===== src/rtl/spk_pkg.sv =====
package spk_pkg;
  localparam int DATA_W      = 8;
  localparam int GATE_POS    = 0;
  localparam int EN_POS      = 1;
  localparam int REFRESH_POS = 4;
  localparam int TOUT_POS    = 5;

  // Assemble the status byte; unlisted positions stay zero.
  function automatic logic [DATA_W-1:0] pack_status(input logic gate,
                                                    input logic en,
                                                    input logic refresh,
                                                    input logic tout);
    logic [DATA_W-1:0] v;
    v = '0;
    v[GATE_POS]    = gate;
    v[EN_POS]      = en;
    v[REFRESH_POS] = refresh;
    v[TOUT_POS]    = tout;
    return v;
  endfunction
endpackage


===== src/rtl/spk_addr_dec.sv =====
module spk_addr_dec #(
  parameter int ADDR_W = 16,
  parameter logic [ADDR_W-1:0] PORT_ADDR = 'h61
) (
  input  logic [ADDR_W-1:0] addr,
  input  logic              rd,
  input  logic              wr,
  output logic              rd_hit,
  output logic              wr_hit
);
  logic match;
  assign match  = (addr == PORT_ADDR);
  assign rd_hit = rd & match;
  assign wr_hit = wr & match;
endmodule


===== src/rtl/spk_ctrl_reg.sv =====
module spk_ctrl_reg (
  input  logic clk,
  input  logic rst,
  input  logic wr_hit,
  input  logic gate_in,
  input  logic en_in,
  output logic gate_q,
  output logic en_q
);
  always_ff @(posedge clk) begin
    if (rst) begin
      gate_q <= 1'b0;
      en_q   <= 1'b0;
    end else if (wr_hit) begin
      gate_q <= gate_in;
      en_q   <= en_in;
    end
  end

  a_r2_gate_loaded: assert property (@(posedge clk) disable iff (rst)
    wr_hit |=> gate_q == $past(gate_in));
  a_r3_enable_loaded: assert property (@(posedge clk) disable iff (rst)
    wr_hit |=> en_q == $past(en_in));
  a_r8_ctrl_held: assert property (@(posedge clk) disable iff (rst)
    !wr_hit |=> $stable(gate_q) && $stable(en_q));
endmodule


===== src/rtl/spk_refresh.sv =====
module spk_refresh (
  input  logic clk,
  input  logic rst,
  input  logic rd_hit,
  output logic tgl_q
);
  always_ff @(posedge clk) begin
    if (rst)         tgl_q <= 1'b0;
    else if (rd_hit) tgl_q <= ~tgl_q;
  end

  a_r6_flip_per_read: assert property (@(posedge clk) disable iff (rst)
    rd_hit |=> tgl_q != $past(tgl_q));
  a_r8_no_flip_without_read: assert property (@(posedge clk) disable iff (rst)
    !rd_hit |=> $stable(tgl_q));
endmodule


===== src/rtl/spk_port_top.sv =====
module spk_port_top #(
  parameter int ADDR_W = 16,
  parameter logic [ADDR_W-1:0] PORT_ADDR = 'h61
) (
  input  logic                       clk,
  input  logic                       rst,
  input  logic [ADDR_W-1:0]          bus_addr,
  input  logic                       bus_rd,
  input  logic                       bus_wr,
  input  logic [spk_pkg::DATA_W-1:0] bus_wdata,
  output logic [spk_pkg::DATA_W-1:0] bus_rdata,
  output logic                       bus_rack,
  output logic                       tmr_gate,
  output logic                       spk_data_en,
  input  logic                       tmr_out
);
  import spk_pkg::*;

  logic rd_hit, wr_hit, tgl_q;

  spk_addr_dec #(.ADDR_W(ADDR_W), .PORT_ADDR(PORT_ADDR)) u_dec (
    .addr(bus_addr), .rd(bus_rd), .wr(bus_wr),
    .rd_hit(rd_hit), .wr_hit(wr_hit)
  );

  spk_ctrl_reg u_ctrl (
    .clk(clk), .rst(rst), .wr_hit(wr_hit),
    .gate_in(bus_wdata[GATE_POS]), .en_in(bus_wdata[EN_POS]),
    .gate_q(tmr_gate), .en_q(spk_data_en)
  );

  spk_refresh u_ref (
    .clk(clk), .rst(rst), .rd_hit(rd_hit), .tgl_q(tgl_q)
  );

  // Read data uses the pre-access state; refresh returns its flipped value.
  always_ff @(posedge clk) begin
    if (rst) begin
      bus_rdata <= '0;
      bus_rack  <= 1'b0;
    end else begin
      bus_rack <= rd_hit;
      if (rd_hit)
        bus_rdata <= pack_status(tmr_gate, spk_data_en, ~tgl_q, tmr_out);
    end
  end

  a_r4_ctrl_readback: assert property (@(posedge clk) disable iff (rst)
    rd_hit |=> bus_rdata[GATE_POS] == $past(tmr_gate) &&
               bus_rdata[EN_POS] == $past(spk_data_en));
  a_r5_timer_sampled: assert property (@(posedge clk) disable iff (rst)
    rd_hit |=> bus_rdata[TOUT_POS] == $past(tmr_out));
  a_r7_spare_zero: assert property (@(posedge clk) disable iff (rst)
    bus_rdata[3:2] == 2'b00 && bus_rdata[7:6] == 2'b00);
  a_r9_data_held: assert property (@(posedge clk) disable iff (rst)
    !rd_hit |=> $stable(bus_rdata) && !bus_rack);
  a_r9_ack_pulse: assert property (@(posedge clk) disable iff (rst)
    rd_hit |=> bus_rack);
endmodule


===== config.mk =====
export PLATFORM = sky130hd
export DESIGN_NAME = spk_port_top
export DESIGN_NICKNAME = d
export VERILOG_FILES = /design/src/rtl/spk_pkg.sv /design/src/rtl/spk_addr_dec.sv /design/src/rtl/spk_ctrl_reg.sv /design/src/rtl/spk_refresh.sv /design/src/rtl/spk_port_top.sv
export SDC_FILE = /design/constraint.sdc
export NUM_CORES = 1
export LEC_CHECK = 0
export ABC_AREA = 1
export BUFFER_PORTS_ARGS = -buffer_cell sky130_fd_sc_hd__buf_2
export CORE_UTILIZATION = 32
export DETAILED_ROUTE_END_ITERATION = 12
export PLACE_DENSITY = 0.7
export SLEW_MARGIN = 20
export SYNTH_ARGS = -nofsm -noshare
export SYNTH_HDL_FRONTEND = slang
export SYNTH_SLANG_ARGS = --single-unit

===== constraint.sdc =====
create_clock -name clk -period 0.8 [get_ports clk]
set_input_delay 0.16 -clock clk [delete_from_list [all_inputs] [get_ports clk]]
set_output_delay 0.16 -clock clk [all_outputs]
set_load 0.01 [all_outputs]

==> results of run 1 <==
[power groups by stage]
stage | Sequential (mW) | Combinational [mW] | Clock [mW]
after detailed placement | 0.356 | 0.112 | 0
after global routing | 0.348 | 0.141 | 0.372
final | 0.349 | 0.125 | 0.329
after floorplan | 0.356 | 0.0565 | 0
after global placement | 0.356 | 0.110 | 0
after CTS | 0.348 | 0.112 | 0.336
[worst max path at each step]
stage	end	slack [ps]	cells past startpoint
global route	tmr_gate	-80	1
global placement	bus_rdata[5]$_SDFFE_PP0P_	-190	7
detailed placement	bus_rdata[0]$_SDFFE_PP0P_	-220	7
floorplan	bus_rdata[0]$_SDFFE_PP0P_	4	6
CTS	spk_data_en	-50	1
finish	spk_data_en	-60	1
[synth_stat cells]
library cell               n  area share (%)
sky130_fd_sc_hd__nor2_2    4             5.3
sky130_fd_sc_hd__inv_2     1            0.80
sky130_fd_sc_hd__nand3_2   2             4.3
sky130_fd_sc_hd__nand3_1   2             2.1
sky130_fd_sc_hd__dfxtp_1   7              30
sky130_fd_sc_hd__nand2_1  21              17
sky130_fd_sc_hd__buf_4     5             8.0
sky130_fd_sc_hd__inv_1    11             8.8
sky130_fd_sc_hd__nor2_1   27              22
sky130_fd_sc_hd__nand4_1   1             1.3
sky130_fd_sc_hd__conb_1    1            0.80
[metal layers]
| metal | up-vias | wire [um] | GRT usage [%] |
|---|---|---|---|
| met5 | - | 0 | 0 |
| met4 | 0 | 0 | 5.000 |
| met3 | 0 | 39 | 6.667 |
| met2 | 14 | 553 | 27.42 |
| met1 | 239 | 491 | 17.76 |
| li1 | 300 | - | - |
[timing repair]
| item | CTS | global route |
|---|---|---|
| endpoints found under the setup margin | 7 | 10 |
| buffers inserted | 3 | 0 |
| gates resized for setup | 12 | 10 |
| hold buffers | 0 | 0 |
| pin swaps | 0 | 10 |
[cells by family after synthesis]
group	Yosys count	synth area share [%]
AND/OR/NAND/NOR	57	51.61
flip-flops	7	29.95
buffers and inverters	17	17.65
other	1	0.8014
[final cells by class]
type	instances	area [sq um]	share of cell area, %
Clock buffer	4	26.28	3.571
Timing Repair Buffer	32	230.2	31.29
Multi-Input combinational cell	61	264.0	35.88
Sequential cell	7	148.9	20.24
Tap cell	15	18.77	2.551
Inverter	12	47.55	6.463
[flip-flops by register name, summed over array words and instances (netlist names)]
register,flops
bus_rdata,4
u_ctrl.en_q,1
u_ctrl.gate_q,1
bus_rack,1
[per-stage QoR]
| step | util (%) | area, sq um | setup WS, ps | std cells | hold slack (ps) |
|---|---|---|---|---|---|
| finish | 55.16 | 735.7 | -55.01 | 131 | 80.83 |
| global route | 55.16 | 735.7 | -76.09 | 131 | 69.54 |
| CTS | 52.44 | 699.4 | -53.87 | 131 | 82.94 |
| detailed placement | 45.40 | 605.6 | -217.2 | 124 | 352.7 |
| global placement | 45.40 | 605.6 | -193.9 | 124 | 345.3 |
| floorplan | - | 479.2 | 3.688 | 85 | 232.4 |
==> tab_implementation.tex, run 1 <==
\begin{tabular}{lr}
\hline
Metric & Value \\
\hline
\multicolumn{2}{l}{\textbf{Status}} \\
\quad Status & complete, but fails checks \\
\quad Failing checks & negative setup slack \\
\multicolumn{2}{l}{\textbf{Route}} \\
\quad Total number of vias & between 500 and 600 \\
\quad Routed Antenna Nets & 0 \\
\quad Average via count per standard cell & approximately 4.2 \\
\quad Violation count after the first detailed-routing iteration & 10 \\
\quad Number of iterations in the first detailed-routing pass & 4 \\
\quad Wirelength per Cell & just over 8 um \\
\quad Wire length after detailed routing & 1.084 mm \\
\quad DRC violation count after routing & 0 \\
\multicolumn{2}{l}{\textbf{Critical path}} \\
\quad Reg-to-reg startpoint & u\_ctrl.en\_q\$\_SDFFE\_PP0P\_ \\
\quad Capture point of the worst reg-to-reg path & u\_ctrl.en\_q\$\_SDFFE\_PP0P\_ \\
\quad Data arrival time of the worst path & about 700 ps \\
\quad Beginning of the critical path & u\_ctrl.en\_q\$\_SDFFE\_PP0P\_ \\
\quad Top delay family on crit path & flip-flops \\
\quad Endpoint class of the critical path & output port \\
\quad Critical path startpoint category & register \\
\quad Crit Path Max Fanout & 2 \\
\quad Critical Path RT & between 600 and 700 ps \\
\quad Cells traversed along the worst timing path & buf\_6 \\
\quad Maximum cell stage delay along the critical path & about 330 ps \\
\quad Buffers plus inverters on the worst setup path & 1 \\
\quad Reg2reg setup slack & about 70 ps \\
\quad Critical setup path kind & reg -> out \\
\quad Critical-path cell with the highest stage delay & sky130\_fd\_sc\_hd\_\_dfxtp\_2 \\
\quad Number of cells traversed by the worst register-to-register path & 5 \\
\multicolumn{2}{l}{\textbf{Final layout}} \\
\quad Area added between synthesis and finish & 57.22\% \\
\quad Net count, final & about 150 \\
\quad Filler instances & 120 \\
\quad Commonest cells after routing, fill and taps aside & sky130\_fd\_sc\_hd\_\_nor2\_1 (24), sky130\_fd\_sc\_hd\_\_nand2\_1 (21), sky130\_fd\_sc\_hd\_\_buf\_2 (19), sky130\_fd\_sc\_hd\_\_inv\_1 (10), sky130\_fd\_sc\_hd\_\_buf\_6 (10) \\
\quad Most common library cell in the layout ignoring fill and taps & sky130\_fd\_sc\_hd\_\_nor2\_1 \\
\quad Ant. Diodes & 0 \\
\quad Fraction of layout cells with a size suffix above 1 & between 40\% and 50\% \\
\multicolumn{2}{l}{\textbf{Clock tree}} \\
\quad Root buf cell & sky130\_fd\_sc\_hd\_\_clkbuf\_4 \\
\quad Clk buf depth & 2 \\
\quad Post-CTS clock slew at the launch and capture registers of the worst setup and hold paths & 60 ps \\
\quad TritonCTS sink count & 7 \\
\quad Total CTS buffers & 3 \\
\quad Worst skew pair latency & around 250 ps \\
\quad TritonCTS clock tree & done \\
\quad Total number of H-tree levels & 1 \\
\multicolumn{2}{l}{\textbf{Placement}} \\
\quad Number of buffer cells added on primary ports & 29 \\
\quad DP Wirelength & $\sim$870 um \\
\quad Final weighted congestion of routability-driven global placement & about 0.74 \\
\multicolumn{2}{l}{\textbf{Synthesis}} \\
\quad Sequential fraction of the synthesis area & 29.95\% \\
\quad Synthesized area divided by synthesized cell count & 5.707 sq um \\
\quad Post-Synthesis Cells & approximately 80 \\
\quad Total standard cell area after synthesis & 467.9 sq um \\
\quad Count of state elements after synthesis & 7 \\
\quad Number of synthesis warnings & 0 \\
\quad Netlist cell types & 11 \\
\multicolumn{2}{l}{\textbf{Global route}} \\
\quad Vias in the first global route & 474 \\
\quad Antenna violations before repair & 0 \\
\quad Global-route wire length before repair & 1.704 mm \\
\quad Remaining global-route overflow & 0 \\
\quad GRT Overall Usage & between 10\% and 20\% \\
\quad Maximum number of pins on one net before global-route repair & 7 \\
\multicolumn{2}{l}{\textbf{Pwr}} \\
\quad P\_leak & around 0.4 nW \\
\quad Part of the total power dissipated in sequential elements & 43.5\% \\
\quad Tot Pwr & between 800 and 900 uW \\
\quad Highest ir drop seen on vdd & between 0.6 and 0.7 mV \\
\quad Power density over cell area & around 1100 mW/mm\^{}2 \\
\quad Share of total power in the clock network & between 40\% and 50\% \\
\quad Net switching power & about 200 uW \\
\quad Cell-internal power & 602.3 uW \\
\quad Combinational power share & about 16\% \\
\quad Switching share of power & roughly a quarter \\
\multicolumn{2}{l}{\textbf{Hold path}} \\
\quad Start point of the worst min-delay path & rst \\
\quad Hold path cells & 2 \\
\quad Hold path endpoint & bus\_rack\$\_SDFF\_PP0\_ \\
\quad Type of the tightest min-delay check & in -> reg \\
\multicolumn{2}{l}{\textbf{STA}} \\
\quad Final worst-path cycle share & 106.9\% \\
\quad RSZ-0062 raised after global routing & yes \\
\quad Max-slew violation count & 0 \\
\quad Total count of hold-check failures in the final report & 0 \\
\quad Max Clk Rate & between 1 and 1.5 GHz \\
\quad Final critical-path required period & around 860 ps \\
\quad Post-Route Skew & about 4.4 ps \\
\quad Final setup violation count & 7 \\
\quad Final setup TNS & -302.1 ps \\
\quad Setup ws final & -55.01 ps \\
\multicolumn{2}{l}{\textbf{Die}} \\
\quad Standard-cell row count & 13 \\
\quad Horizontal die dimension & between 40 and 50 um \\
\quad Die Footprint & about 0.0016 sq mm \\
\quad Total I/O pin count & 40 \\
\quad Die Span Y & between 40 and 50 um \\
\quad Core footprint & 0.001334 sq mm \\
\quad Initial cell density of the core & 35.08\% \\
\multicolumn{2}{l}{\textbf{Flow run}} \\
\quad Number of max-cap violations & 0 \\
\hline
\end{tabular}
(Power assumes the default switching activity.)
==> run 2, diff against run 1 <==
--- a/config.mk
+++ b/config.mk
@@ -5,11 +5,10 @@
 export SDC_FILE = /design/constraint.sdc
 export NUM_CORES = 1
 export LEC_CHECK = 0
-export ABC_AREA = 1
 export BUFFER_PORTS_ARGS = -buffer_cell sky130_fd_sc_hd__buf_2
-export CORE_UTILIZATION = 32
+export CORE_UTILIZATION = 28
 export DETAILED_ROUTE_END_ITERATION = 12
-export PLACE_DENSITY = 0.7
+export PLACE_DENSITY = 0.68
 export SLEW_MARGIN = 20
 export SYNTH_ARGS = -nofsm -noshare
 export SYNTH_HDL_FRONTEND = slang
==> run 2 against run 1 <==
The flow still finishes with violations (negative setup slack). Global-route usage is 2.1 points lower. Utilization is 1.9 points higher. Total power decreased by 3.4%. First-iteration DRC count shrank 60%. Register-to-register slack better by 30 ps. Fmax is 43% lower. Hold slack better by 88 ps. Critical path type is now in -> reg.
==> tab_implementation.tex, run 2 <==
\begin{tabular}{lr}
\hline
Metric & Value \\
\hline
\multicolumn{2}{l}{\textbf{Synthesis}} \\
\quad Synthesized area divided by synthesized cell count & 8.669 sq um (was 5.707 sq um) \\
\quad Post-Synthesis Cells & 42 (was 82) \\
\quad Combinational family with the most area after synthesis & simple AND/OR/NAND/NOR gates (unchanged) \\
\quad Netlist cell types & 16 (was 11) \\
\quad Total standard cell area after synthesis & 364.1 sq um (was 467.9 sq um) \\
\quad Number of enable-type register cells in the synthesized netlist & 0 (unchanged) \\
\quad Top post-synthesis cells by count & sky130\_fd\_sc\_hd\_\_dfxtp\_1 (7), sky130\_fd\_sc\_hd\_\_a21oi\_1 (6), sky130\_fd\_sc\_hd\_\_o21ai\_1 (6), sky130\_fd\_sc\_hd\_\_buf\_4 (5), sky130\_fd\_sc\_hd\_\_nand3\_1 (5) (was sky130\_fd\_sc\_hd\_\_nor2\_1 (27), sky130\_fd\_sc\_hd\_\_nand2\_1 (21), sky130\_fd\_sc\_hd\_\_inv\_1 (11), sky130\_fd\_sc\_hd\_\_dfxtp\_1 (7), sky130\_fd\_sc\_hd\_\_buf\_4 (5)) \\
\quad Basic-gate share of the synthesized area counting and, or, nand and nor cells & 31.62\% (was 51.60\%) \\
\quad Compound-gate portion of the synthesized area & 16.49\% (was 0\%) \\
\quad Async set-or-reset flop fraction in the synthesized netlist & 0\% (unchanged) \\
\quad Mux contribution to synthesized area & 0\% (unchanged) \\
\quad Sequential fraction of the synthesis area & 38.49\% (was 29.95\%) \\
\quad Number of synthesis warnings & 0 (unchanged) \\
\quad Yosys top cell area share & 38.49\% (was 29.95\%) \\
\quad Xor and xnor area share after synthesis & 0\% (unchanged) \\
\quad Most frequently used flop master after synthesis & sky130\_fd\_sc\_hd\_\_dfxtp\_1 (unchanged) \\
\quad Adder-Cell Fraction of Synth Area & 0\% (unchanged) \\
\quad Most instantiated library cell after synthesis & sky130\_fd\_sc\_hd\_\_dfxtp\_1 (was sky130\_fd\_sc\_hd\_\_nor2\_1) \\
\quad Leading cell types by total area after synthesis & sky130\_fd\_sc\_hd\_\_dfxtp\_1 (38\%), sky130\_fd\_sc\_hd\_\_buf\_4 (10\%), sky130\_fd\_sc\_hd\_\_a21oi\_1 (8.2\%) (was sky130\_fd\_sc\_hd\_\_dfxtp\_1 (30\%), sky130\_fd\_sc\_hd\_\_nor2\_1 (22\%), sky130\_fd\_sc\_hd\_\_nand2\_1 (17\%)) \\
\quad Post-synth top area cell & sky130\_fd\_sc\_hd\_\_dfxtp\_1 (unchanged) \\
\quad Count of state elements after synthesis & 7 (unchanged) \\
\multicolumn{2}{l}{\textbf{Critical path}} \\
\quad Beginning of the critical path & bus\_addr[4] (was u\_ctrl.en\_q\$\_SDFFE\_PP0P\_) \\
\quad Cells traversed along the worst timing path & buf\_6, or4b\_4, or4\_4, o21ai\_2, a21oi\_2 (was buf\_6) \\
\quad Maximum cell stage delay along the critical path & 600 ps (was 330 ps) \\
\quad Capture point of the worst reg-to-reg path & bus\_rdata[4]\$\_SDFFE\_PP0P\_ (was u\_ctrl.en\_q\$\_SDFFE\_PP0P\_) \\
\quad Number of cells traversed by the worst register-to-register path & 2 (was 5) \\
\quad Critical-path cell with the highest stage delay & sky130\_fd\_sc\_hd\_\_or4\_4 (was sky130\_fd\_sc\_hd\_\_dfxtp\_2) \\
\quad Endpoint class of the critical path & register (was output port) \\
\quad Reg-to-reg startpoint & bus\_rdata[4]\$\_SDFFE\_PP0P\_ (was u\_ctrl.en\_q\$\_SDFFE\_PP0P\_) \\
\quad Worst setup endpoint & u\_ctrl.en\_q\$\_SDFFE\_PP0P\_ (was spk\_data\_en) \\
\quad Critical path startpoint category & input pin (was register) \\
\quad Reg2reg setup slack & 100 ps (was 70 ps) \\
\quad Critical Path RT & 930 ps (was 640 ps) \\
\quad Crit Path Max Fanout & 6 (was 2) \\
\quad Data arrival time of the worst path & 1620 ps (was 700 ps) \\
\quad Critical setup path kind & in -> reg (was reg -> out) \\
\multicolumn{2}{l}{\textbf{Final layout}} \\
\quad Filler instances & 111 (was 120) \\
\quad Area added between synthesis and finish & 81.10\% (was 57.22\%) \\
\quad Fraction of layout cells with a size suffix above 1 & 66.25\% (was 45.69\%) \\
\quad Commonest cells after routing, fill and taps aside & sky130\_fd\_sc\_hd\_\_buf\_2 (21), sky130\_fd\_sc\_hd\_\_buf\_6 (10), sky130\_fd\_sc\_hd\_\_dfxtp\_2 (6) (was sky130\_fd\_sc\_hd\_\_nor2\_1 (24), sky130\_fd\_sc\_hd\_\_nand2\_1 (21), sky130\_fd\_sc\_hd\_\_buf\_2 (19), sky130\_fd\_sc\_hd\_\_inv\_1 (10), sky130\_fd\_sc\_hd\_\_buf\_6 (10)) \\
\quad Ant. Diodes & 0 (unchanged) \\
\quad Net count, final & 110 (was 146) \\
\quad Most common library cell in the layout ignoring fill and taps & sky130\_fd\_sc\_hd\_\_buf\_2 (was sky130\_fd\_sc\_hd\_\_nor2\_1) \\
\quad Max FFs per register & 4 (unchanged) \\
\quad Most flops, register & bus\_rdata (unchanged) \\
\multicolumn{2}{l}{\textbf{Die}} \\
\quad Total I/O pin count & 40 (unchanged) \\
\quad Die Footprint & 0.001449 sq mm (was 0.001619 sq mm) \\
\quad Initial cell density of the core & 31.49\% (was 35.08\%) \\
\quad Die Span Y & 38.06 um (was 40.24 um) \\
\quad Horizontal die dimension & 38.06 um (was 40.24 um) \\
\quad Core footprint & 0.001156 sq mm (was 0.001334 sq mm) \\
\quad Standard-cell row count & 12 (was 13) \\
\multicolumn{2}{l}{\textbf{Placement}} \\
\quad Dpl ws & -952.2 ps (was -217.2 ps) \\
\quad Final weighted congestion of routability-driven global placement & 0.6907 (was 0.7395) \\
\quad Number of buffer cells added on primary ports & 29 (unchanged) \\
\quad DP Wirelength & 729.4 um (was 867.3 um) \\
\multicolumn{2}{l}{\textbf{Global route}} \\
\quad Vias in the first global route & 371 (was 474) \\
\quad Maximum number of pins on one net before global-route repair & 8 (was 7) \\
\quad Antenna violations before repair & 0 (unchanged) \\
\quad GRT Overall Usage & 13.87\% (was 15.98\%) \\
\quad Global-route wire length before repair & 1.380 mm (was 1.704 mm) \\
\quad Remaining global-route overflow & 0 (unchanged) \\
\multicolumn{2}{l}{\textbf{STA}} \\
\quad Final worst-path cycle share & 186.0\% (was 106.9\%) \\
\quad Final worst hold slack & 169.2 ps (was 80.83 ps) \\
\quad Final critical-path required period & 1488 ps (was 855.0 ps) \\
\quad Max-slew violation count & 0 (unchanged) \\
\quad Final setup violation count & 14 (was 7) \\
\quad RSZ-0062 raised after global routing & yes (unchanged) \\
\quad Setup ws final & -687.8 ps (was -55.01 ps) \\
\quad Max Clk Rate & 0.6721 GHz (was 1.170 GHz) \\
\quad Total count of hold-check failures in the final report & 0 (unchanged) \\
\quad Post-Route Skew & 6.998 ps (was 4.368 ps) \\
\multicolumn{2}{l}{\textbf{Route}} \\
\quad Number of iterations in the first detailed-routing pass & 4 (unchanged) \\
\quad Average via count per standard cell & 4.681 (was 4.221) \\
\quad DRC violation count after routing & 0 (unchanged) \\
\quad Met2 Wirelength & 524 um (was 553 um) \\
\quad Detail Route met3 WL & 91 um (was 39 um) \\
\quad Violation count after the first detailed-routing iteration & 4 (was 10) \\
\quad Highest metal layer with signal wires & met3 (unchanged) \\
\quad Routed Antenna Nets & 0 (unchanged) \\
\quad Met1 Wirelength & 382 um (was 491 um) \\
\quad Wirelength per Cell & 10.61 um (was 8.275 um) \\
\quad Total number of vias & 440 (was 553) \\
\quad Wire length after detailed routing & 997 um (was 1.084 mm) \\
\multicolumn{2}{l}{\textbf{Status}} \\
\quad Status & complete, but fails checks (unchanged) \\
\quad Failing checks & negative setup slack (unchanged) \\
\multicolumn{2}{l}{\textbf{Clock tree}} \\
\quad Worst skew pair latency & 250 ps (about the same) \\
\quad Post-CTS clock slew at the launch and capture registers of the worst setup and hold paths & 60 ps (about the same) \\
\quad Total number of H-tree levels & 1 (unchanged) \\
\quad Root buf cell & sky130\_fd\_sc\_hd\_\_clkbuf\_4 (unchanged) \\
\quad TritonCTS sink count & 7 (unchanged) \\
\quad Clk buf depth & 2 (unchanged) \\
\quad Post-CTS Hold Buffers & 0 (unchanged) \\
\quad TritonCTS clock tree & done (unchanged) \\
\quad Total CTS buffers & 3 (unchanged) \\
\multicolumn{2}{l}{\textbf{Pwr}} \\
\quad P\_leak & 0.2974 nW (was 0.3970 nW) \\
\quad Highest ir drop seen on vdd & 0.4963 mV (was 0.6369 mV) \\
\quad Power density over cell area & 1175 mW/mm\^{}2 (was 1090 mW/mm\^{}2) \\
\multicolumn{2}{l}{\textbf{Hold path}} \\
\quad Type of the tightest min-delay check & in -> reg (unchanged) \\
\multicolumn{2}{l}{\textbf{Flow run}} \\
\quad Number of max-cap violations & 0 (unchanged) \\
\hline
\end{tabular}
[run 2: routing by layer]
metal / vias to the layer above / track usage [%]
li1: 224 / -
met1: 187 / 14.54
met2: 29 / 25.85
met3: 0 / 3.488
met4: 0 / 5.357
met5: - / 0
[run 2: through the flow]
stage	total power [mW]	instances	instance area (sq um)	util, %	setup TNS (ps)
after floorplan	0.3944	45	375.4	-	-5184
after global placement	0.4456	88	538.0	46.54	-6111
after detailed placement	0.4475	88	538.0	46.54	-6274
after CTS	0.7796	93	633.1	54.76	-4829
after global routing	0.8136	94	659.4	57.03	-5123
final	0.7746	94	659.4	57.03	-4756
[run 2: cells by family after synthesis]
| kind of cell | Yosys count |
|---|---|
| compound gates | 12 |
| buf+inv | 7 |
| flops | 7 |
| other cells | 1 |
| simple gates | 15 |
[run 2: timing repair]
action                     4_1_cts  5_1_grt
setup endpoints to repair       14       14
pin swaps                        4        0
buffers inserted                 1        1
hold endpoints to repair         0        0
gates resized for setup         15        5
[run 2: worst min path at each step]
| stage | start | end | slack [ps] | depth (start not counted) |
|---|---|---|---|---|
| global route | rst | u_ctrl.en_q$_SDFFE_PP0P_ | 170 | 2 |
| finish | tmr_out | bus_rdata[5]$_SDFFE_PP0P_ | 170 | 3 |
| floorplan | rst | bus_rdata[0]$_SDFFE_PP0P_ | 230 | 1 |
| global placement | rst | bus_rdata[5]$_SDFFE_PP0P_ | 420 | 2 |
| CTS | rst | bus_rdata[1]$_SDFFE_PP0P_ | 150 | 2 |
| detailed placement | rst | u_ctrl.gate_q$_SDFFE_PP0P_ | 420 | 2 |
[run 2: critical path, delay by kind of cell]
family          cells  cell delay, ps
simple gates        2            1130
buf+inv             1              90
compound gates      2             240
[run 2: power breakdown]
| group | internal [mW] | switching (mW) | total, mW |
|---|---|---|---|
| sequential | 0.349 | 0.00000184 | 0.349 |
| clock | 0.190 | 0.131 | 0.322 |
| combinational | 0.0600 | 0.0442 | 0.104 |
| total | 0.599 | 0.176 | 0.775 |
[run 2: final cells by class]
| cell class | instances | area, sq um | share of cell area [%] |
|---|---|---|---|
| inverter | 2 | 7.507 | 1.139 |
| timing repair buffer | 36 | 255.2 | 38.71 |
| tap | 14 | 17.52 | 2.657 |
| sequential | 7 | 147.6 | 22.39 |
| multi-input combinational | 31 | 205.2 | 31.12 |
| clock buffer | 4 | 26.28 | 3.985 |
==> run 3, diff against run 2 <==
--- a/config.mk
+++ b/config.mk
@@ -6,10 +6,13 @@
 export NUM_CORES = 1
 export LEC_CHECK = 0
 export BUFFER_PORTS_ARGS = -buffer_cell sky130_fd_sc_hd__buf_2
-export CORE_UTILIZATION = 28
+export CORE_AREA = 2 2 39 41
+export CTS_BUF_LIST = sky130_fd_sc_hd__clkbuf_4
 export DETAILED_ROUTE_END_ITERATION = 12
-export PLACE_DENSITY = 0.68
+export DIE_AREA = 0 0 41 43
+export PLACE_DENSITY = 0.69
 export SLEW_MARGIN = 20
 export SYNTH_ARGS = -nofsm -noshare
 export SYNTH_HDL_FRONTEND = slang
+export SYNTH_HIERARCHICAL = 1
 export SYNTH_SLANG_ARGS = --single-unit
==> run 3 against run 2 <==
The run still ends with negative setup slack left. Global-route usage shrank 2.9 points. Clock skew shrank 6.9 ps. Critical path depth grew 2. Final area grew 3.2%. Synthesized cell count shrank 9.5%. Area after synthesis grew 5.2%. Register-to-register slack lost 30 ps. Wire length shrank 8.0%. Non-clock buffer count shrank 4. Count of clock-buffer cells in the layout shrank 1.
==> tab_implementation.tex, run 3 <==
\begin{tabular}{lr}
\hline
Metric & Value \\
\hline
\multicolumn{2}{l}{\textbf{Clock tree}} \\
\quad TritonCTS clock tree & done (unchanged) \\
\quad Clk buf depth & 2 (unchanged) \\
\quad Total CTS buffers & 3 (unchanged) \\
\quad Post-CTS clock slew at the launch and capture registers of the worst setup and hold paths & 50 ps (was 60 ps) \\
\quad Post-CTS Hold Buffers & 0 (unchanged) \\
\quad Total number of H-tree levels & 1 (unchanged) \\
\quad Worst skew pair latency & 250 ps (about the same) \\
\quad TritonCTS sink count & 8 (was 7) \\
\quad Root buf cell & sky130\_fd\_sc\_hd\_\_clkbuf\_4 (unchanged) \\
\multicolumn{2}{l}{\textbf{STA}} \\
\quad Max Clk Rate & 0.9647 GHz (was 0.6721 GHz) \\
\quad Max-slew violation count & 0 (unchanged) \\
\quad RSZ-0062 raised after global routing & yes (unchanged) \\
\quad Setup ws final & -236.6 ps (was -687.8 ps) \\
\quad Post-Route Skew & 0.1128 ps (was 6.998 ps) \\
\quad Final critical-path required period & 1037 ps (was 1488 ps) \\
\quad Final worst hold slack & 149.1 ps (was 169.2 ps) \\
\quad Final setup violation count & 15 (was 14) \\
\quad Total count of hold-check failures in the final report & 0 (unchanged) \\
\quad Final worst-path cycle share & 129.6\% (was 186.0\%) \\
\multicolumn{2}{l}{\textbf{Placement}} \\
\quad Final weighted congestion of routability-driven global placement & 0.7157 (was 0.6907) \\
\quad Dpl ws & -515.7 ps (was -952.2 ps) \\
\quad Inst Count DP & 82 (was 88) \\
\quad DP Wirelength & 697.5 um (was 729.4 um) \\
\quad Number of buffer cells added on primary ports & 29 (unchanged) \\
\multicolumn{2}{l}{\textbf{Final layout}} \\
\quad Commonest cells after routing, fill and taps aside & sky130\_fd\_sc\_hd\_\_buf\_2 (18), sky130\_fd\_sc\_hd\_\_buf\_6 (12), sky130\_fd\_sc\_hd\_\_nor2\_1 (8), sky130\_fd\_sc\_hd\_\_dfxtp\_2 (7), sky130\_fd\_sc\_hd\_\_mux2i\_1 (5) (was sky130\_fd\_sc\_hd\_\_buf\_2 (21), sky130\_fd\_sc\_hd\_\_buf\_6 (10), sky130\_fd\_sc\_hd\_\_dfxtp\_2 (6)) \\
\quad Area added between synthesis and finish & 77.78\% (was 81.10\%) \\
\quad Fraction of layout cells with a size suffix above 1 & 69.01\% (was 66.25\%) \\
\quad Filler instances & 139 (was 111) \\
\quad Most flops, register & bus\_rdata (unchanged) \\
\quad Share of the core filled with cells in the final layout & 49.19\% (was 57.03\%) \\
\quad Max FFs per register & 4 (unchanged) \\
\quad Net count, final & 102 (was 110) \\
\quad Ant. Diodes & 0 (unchanged) \\
\quad Cell Count, Final, Fillers Out & 87 (was 94) \\
\quad Most common library cell in the layout ignoring fill and taps & sky130\_fd\_sc\_hd\_\_buf\_2 (unchanged) \\
\multicolumn{2}{l}{\textbf{Route}} \\
\quad DRC violation count after routing & 0 (unchanged) \\
\quad Average via count per standard cell & 4.391 (was 4.681) \\
\quad Number of iterations in the first detailed-routing pass & 2 (was 4) \\
\quad Wire length after detailed routing & 917 um (was 997 um) \\
\quad Routed Antenna Nets & 0 (unchanged) \\
\quad Total number of vias & 382 (was 440) \\
\quad Violation count after the first detailed-routing iteration & 1 (was 4) \\
\quad Wirelength per Cell & 10.54 um (was 10.61 um) \\
\multicolumn{2}{l}{\textbf{Synthesis}} \\
\quad Post-Synthesis Cells & 38 (was 42) \\
\quad Xor and xnor area share after synthesis & 2.288\% (was 0\%) \\
\quad Combinational family with the most area after synthesis & simple AND/OR/NAND/NOR gates (unchanged) \\
\quad Number of enable-type register cells in the synthesized netlist & 0 (unchanged) \\
\quad Number of synthesis warnings & 6 (was 0) \\
\quad Basic-gate share of the synthesized area counting and, or, nand and nor cells & 25.82\% (was 31.62\%) \\
\quad Most instantiated library cell after synthesis & sky130\_fd\_sc\_hd\_\_nor2\_1 (was sky130\_fd\_sc\_hd\_\_dfxtp\_1) \\
\quad Total standard cell area after synthesis & 382.9 sq um (was 364.1 sq um) \\
\quad Sequential fraction of the synthesis area & 41.83\% (was 38.49\%) \\
\quad Count of state elements after synthesis & 8 (was 7) \\
\quad Top post-synthesis cells by count & sky130\_fd\_sc\_hd\_\_nor2\_1 (9), sky130\_fd\_sc\_hd\_\_dfxtp\_1 (8), sky130\_fd\_sc\_hd\_\_mux2i\_1 (5), sky130\_fd\_sc\_hd\_\_buf\_4 (4) (was sky130\_fd\_sc\_hd\_\_dfxtp\_1 (7), sky130\_fd\_sc\_hd\_\_a21oi\_1 (6), sky130\_fd\_sc\_hd\_\_o21ai\_1 (6), sky130\_fd\_sc\_hd\_\_buf\_4 (5), sky130\_fd\_sc\_hd\_\_nand3\_1 (5)) \\
\quad Async set-or-reset flop fraction in the synthesized netlist & 0\% (unchanged) \\
\quad Leading cell types by total area after synthesis & sky130\_fd\_sc\_hd\_\_dfxtp\_1 (42\%), sky130\_fd\_sc\_hd\_\_mux2i\_1 (13\%), sky130\_fd\_sc\_hd\_\_nor2\_1 (8.8\%) (was sky130\_fd\_sc\_hd\_\_dfxtp\_1 (38\%), sky130\_fd\_sc\_hd\_\_buf\_4 (10\%), sky130\_fd\_sc\_hd\_\_a21oi\_1 (8.2\%)) \\
\quad Adder-Cell Fraction of Synth Area & 0\% (unchanged) \\
\quad Synthesized area divided by synthesized cell count & 10.08 sq um (was 8.669 sq um) \\
\quad Post-synth top area cell & sky130\_fd\_sc\_hd\_\_dfxtp\_1 (unchanged) \\
\quad Most frequently used flop master after synthesis & sky130\_fd\_sc\_hd\_\_dfxtp\_1 (unchanged) \\
\quad Mux contribution to synthesized area & 13.07\% (was 0\%) \\
\quad Netlist cell types & 14 (was 16) \\
\quad Compound-gate portion of the synthesized area & 3.268\% (was 16.49\%) \\
\quad Yosys top cell area share & 41.83\% (was 38.49\%) \\
\multicolumn{2}{l}{\textbf{Die}} \\
\quad Total I/O pin count & 40 (unchanged) \\
\quad Initial cell density of the core & 27.67\% (was 31.49\%) \\
\quad Die Footprint & 0.001763 sq mm (was 0.001449 sq mm) \\
\quad Core footprint & 0.001384 sq mm (was 0.001156 sq mm) \\
\quad Standard-cell row count & 14 (was 12) \\
\quad Horizontal die dimension & 41 um (was 38.06 um) \\
\quad Die Span Y & 43 um (was 38.06 um) \\
\multicolumn{2}{l}{\textbf{Global route}} \\
\quad Antenna violations before repair & 0 (unchanged) \\
\quad Global-route layer with the greatest usage & met2 (unchanged) \\
\quad Global-route wire length before repair & 1.207 mm (was 1.380 mm) \\
\quad Vias in the first global route & 328 (was 371) \\
\quad Grt met3 use & 4.712\% (was 3.488\%) \\
\quad GRT Overall Usage & 10.99\% (was 13.87\%) \\
\quad Global routing met2 resource utilization & 18.44\% (was 25.85\%) \\
\quad Remaining global-route overflow & 0 (unchanged) \\
\quad Met1 GRT Util & 9.446\% (was 14.54\%) \\
\quad Maximum number of pins on one net before global-route repair & 9 (was 8) \\
\multicolumn{2}{l}{\textbf{Critical path}} \\
\quad Endpoint class of the critical path & register (unchanged) \\
\quad Crit Path Max Fanout & 7 (was 6) \\
\quad Critical path startpoint category & input pin (unchanged) \\
\quad Critical setup path kind & in -> reg (unchanged) \\
\quad Data arrival time of the worst path & 1170 ps (was 1620 ps) \\
\quad Critical Path RT & 930 ps (about the same) \\
\multicolumn{2}{l}{\textbf{Flow run}} \\
\quad Number of max-cap violations & 0 (unchanged) \\
\multicolumn{2}{l}{\textbf{Status}} \\
\quad Status & complete, but fails checks (unchanged) \\
\quad Failing checks & negative setup slack (unchanged) \\
\multicolumn{2}{l}{\textbf{Pwr}} \\
\quad Switching share of power & 21.74\% (was 22.66\%) \\
\quad Combinational power share & 13.5\% (about the same) \\
\quad Net switching power & 175.5 uW (about the same) \\
\quad Tot Pwr & 807.4 uW (was 774.6 uW) \\
\quad Power density over cell area & 1186 mW/mm\^{}2 (was 1175 mW/mm\^{}2) \\
\quad P\_leak & 0.3031 nW (was 0.2974 nW) \\
\quad Cell-internal power & 631.9 uW (was 599.1 uW) \\
\quad Highest ir drop seen on vdd & 0.6111 mV (was 0.4963 mV) \\
\quad Share of total power in the clock network & 37.1\% (was 41.5\%) \\
\quad Part of the total power dissipated in sequential elements & 49.4\% (was 45.0\%) \\
\multicolumn{2}{l}{\textbf{Hold path}} \\
\quad Type of the tightest min-delay check & in -> reg (unchanged) \\
\hline
\end{tabular}
-- run 3: changes by cell type after synthesis, sizes merged, moves of 2 or more --
cell	previous run	this run
a21oi	6	0
mux2i	0	5
nand3	5	0
nor2	1	9
o21ai	6	0
or4	2	0
or4b	3	0
-- run 3: layout make-up --
type,instances,area [sq um],share of cell area (%)
well taps,16,20.02,2.941
flip-flops and latches,8,168.9,24.82
inverters,2,7.507,1.103
clock buffers,3,22.52,3.309
repair buffers,32,240.2,35.29
multi-input cells,26,221.5,32.54
-- run 3: path summary, 6_finish.rpt --
| path | cells past startpoint | startpoint | slack [ps] | to |
|---|---|---|---|---|
| setup / recovery | 7 | bus_addr[12] | -240 | bus_rdata[1]$_SDFFE_PP0P_ |
| hold / removal | 3 | tmr_out | 150 | bus_rdata[5]$_SDFFE_PP0P_ |
| setup reg to reg | 3 | u_ctrl/gate_q$_SDFFE_PP0P_ | 70 | bus_rdata[0]$_SDFFE_PP0P_ |
| hold reg to reg | 2 | bus_rdata[5]$_SDFFE_PP0P_ | 500 | bus_rdata[5]$_SDFFE_PP0P_ |
-- run 3: per-stage QoR --
stage	TNS [ps]	area [sq um]
2_1_floorplan	-2230	422.9
3_3_place_gp	-3725	554.3
4_1_cts	-1791	643.1
6_report	-1772	680.7
5_1_grt	-2434	680.7
3_5_place_dp	-3727	554.3
-- run 3: timing repair --
action,4_1_cts,5_1_grt
gates resized for setup,13,7
pin swaps,2,3
setup buffers,1,1
endpoints found under the setup margin,15,15
-- run 3: per-layer routing --
| metal | wire length (um) | part of all wire (%) | vias to the layer above |
|---|---|---|---|
| met5 | 0 | 0 | - |
| met4 | 0 | 0 | 0 |
| met3 | 94 | 10 | 0 |
| met2 | 513 | 56 | 19 |
| met1 | 308 | 34 | 177 |
| li1 | - | - | 186 |
-- run 3: power by group through the flow --
stage / Sequential [mW] / Combinational, mW / Clock [mW]
floorplan: 0.407 / 0.0383 / 0
CTS: 0.399 / 0.111 / 0.310
finish: 0.399 / 0.109 / 0.299
global route: 0.398 / 0.120 / 0.336
global placement: 0.407 / 0.0953 / 0
detailed placement: 0.407 / 0.0985 / 0
-- run 3: critical path, stage by stage --
cell,delay [ps]
sky130_fd_sc_hd__buf_6,90
sky130_fd_sc_hd__nor4_4,250
sky130_fd_sc_hd__nand4_1,160
sky130_fd_sc_hd__nor2_2,120
sky130_fd_sc_hd__buf_6,140
sky130_fd_sc_hd__mux2i_1,190
sky130_fd_sc_hd__nor2_1,50
-- run 3: cell families (layout without fill, tap and decap cells) --
family / count (synthesis) / in the layout
and+or+nand+nor: 15 / 15
DFF: 8 / 8
buffers and inverters: 7 / 37
muxes: 5 / 5
other: 1 / 4
AOI/OAI and AO/OA: 1 / 1
xor gates and xnor gates: 1 / 1
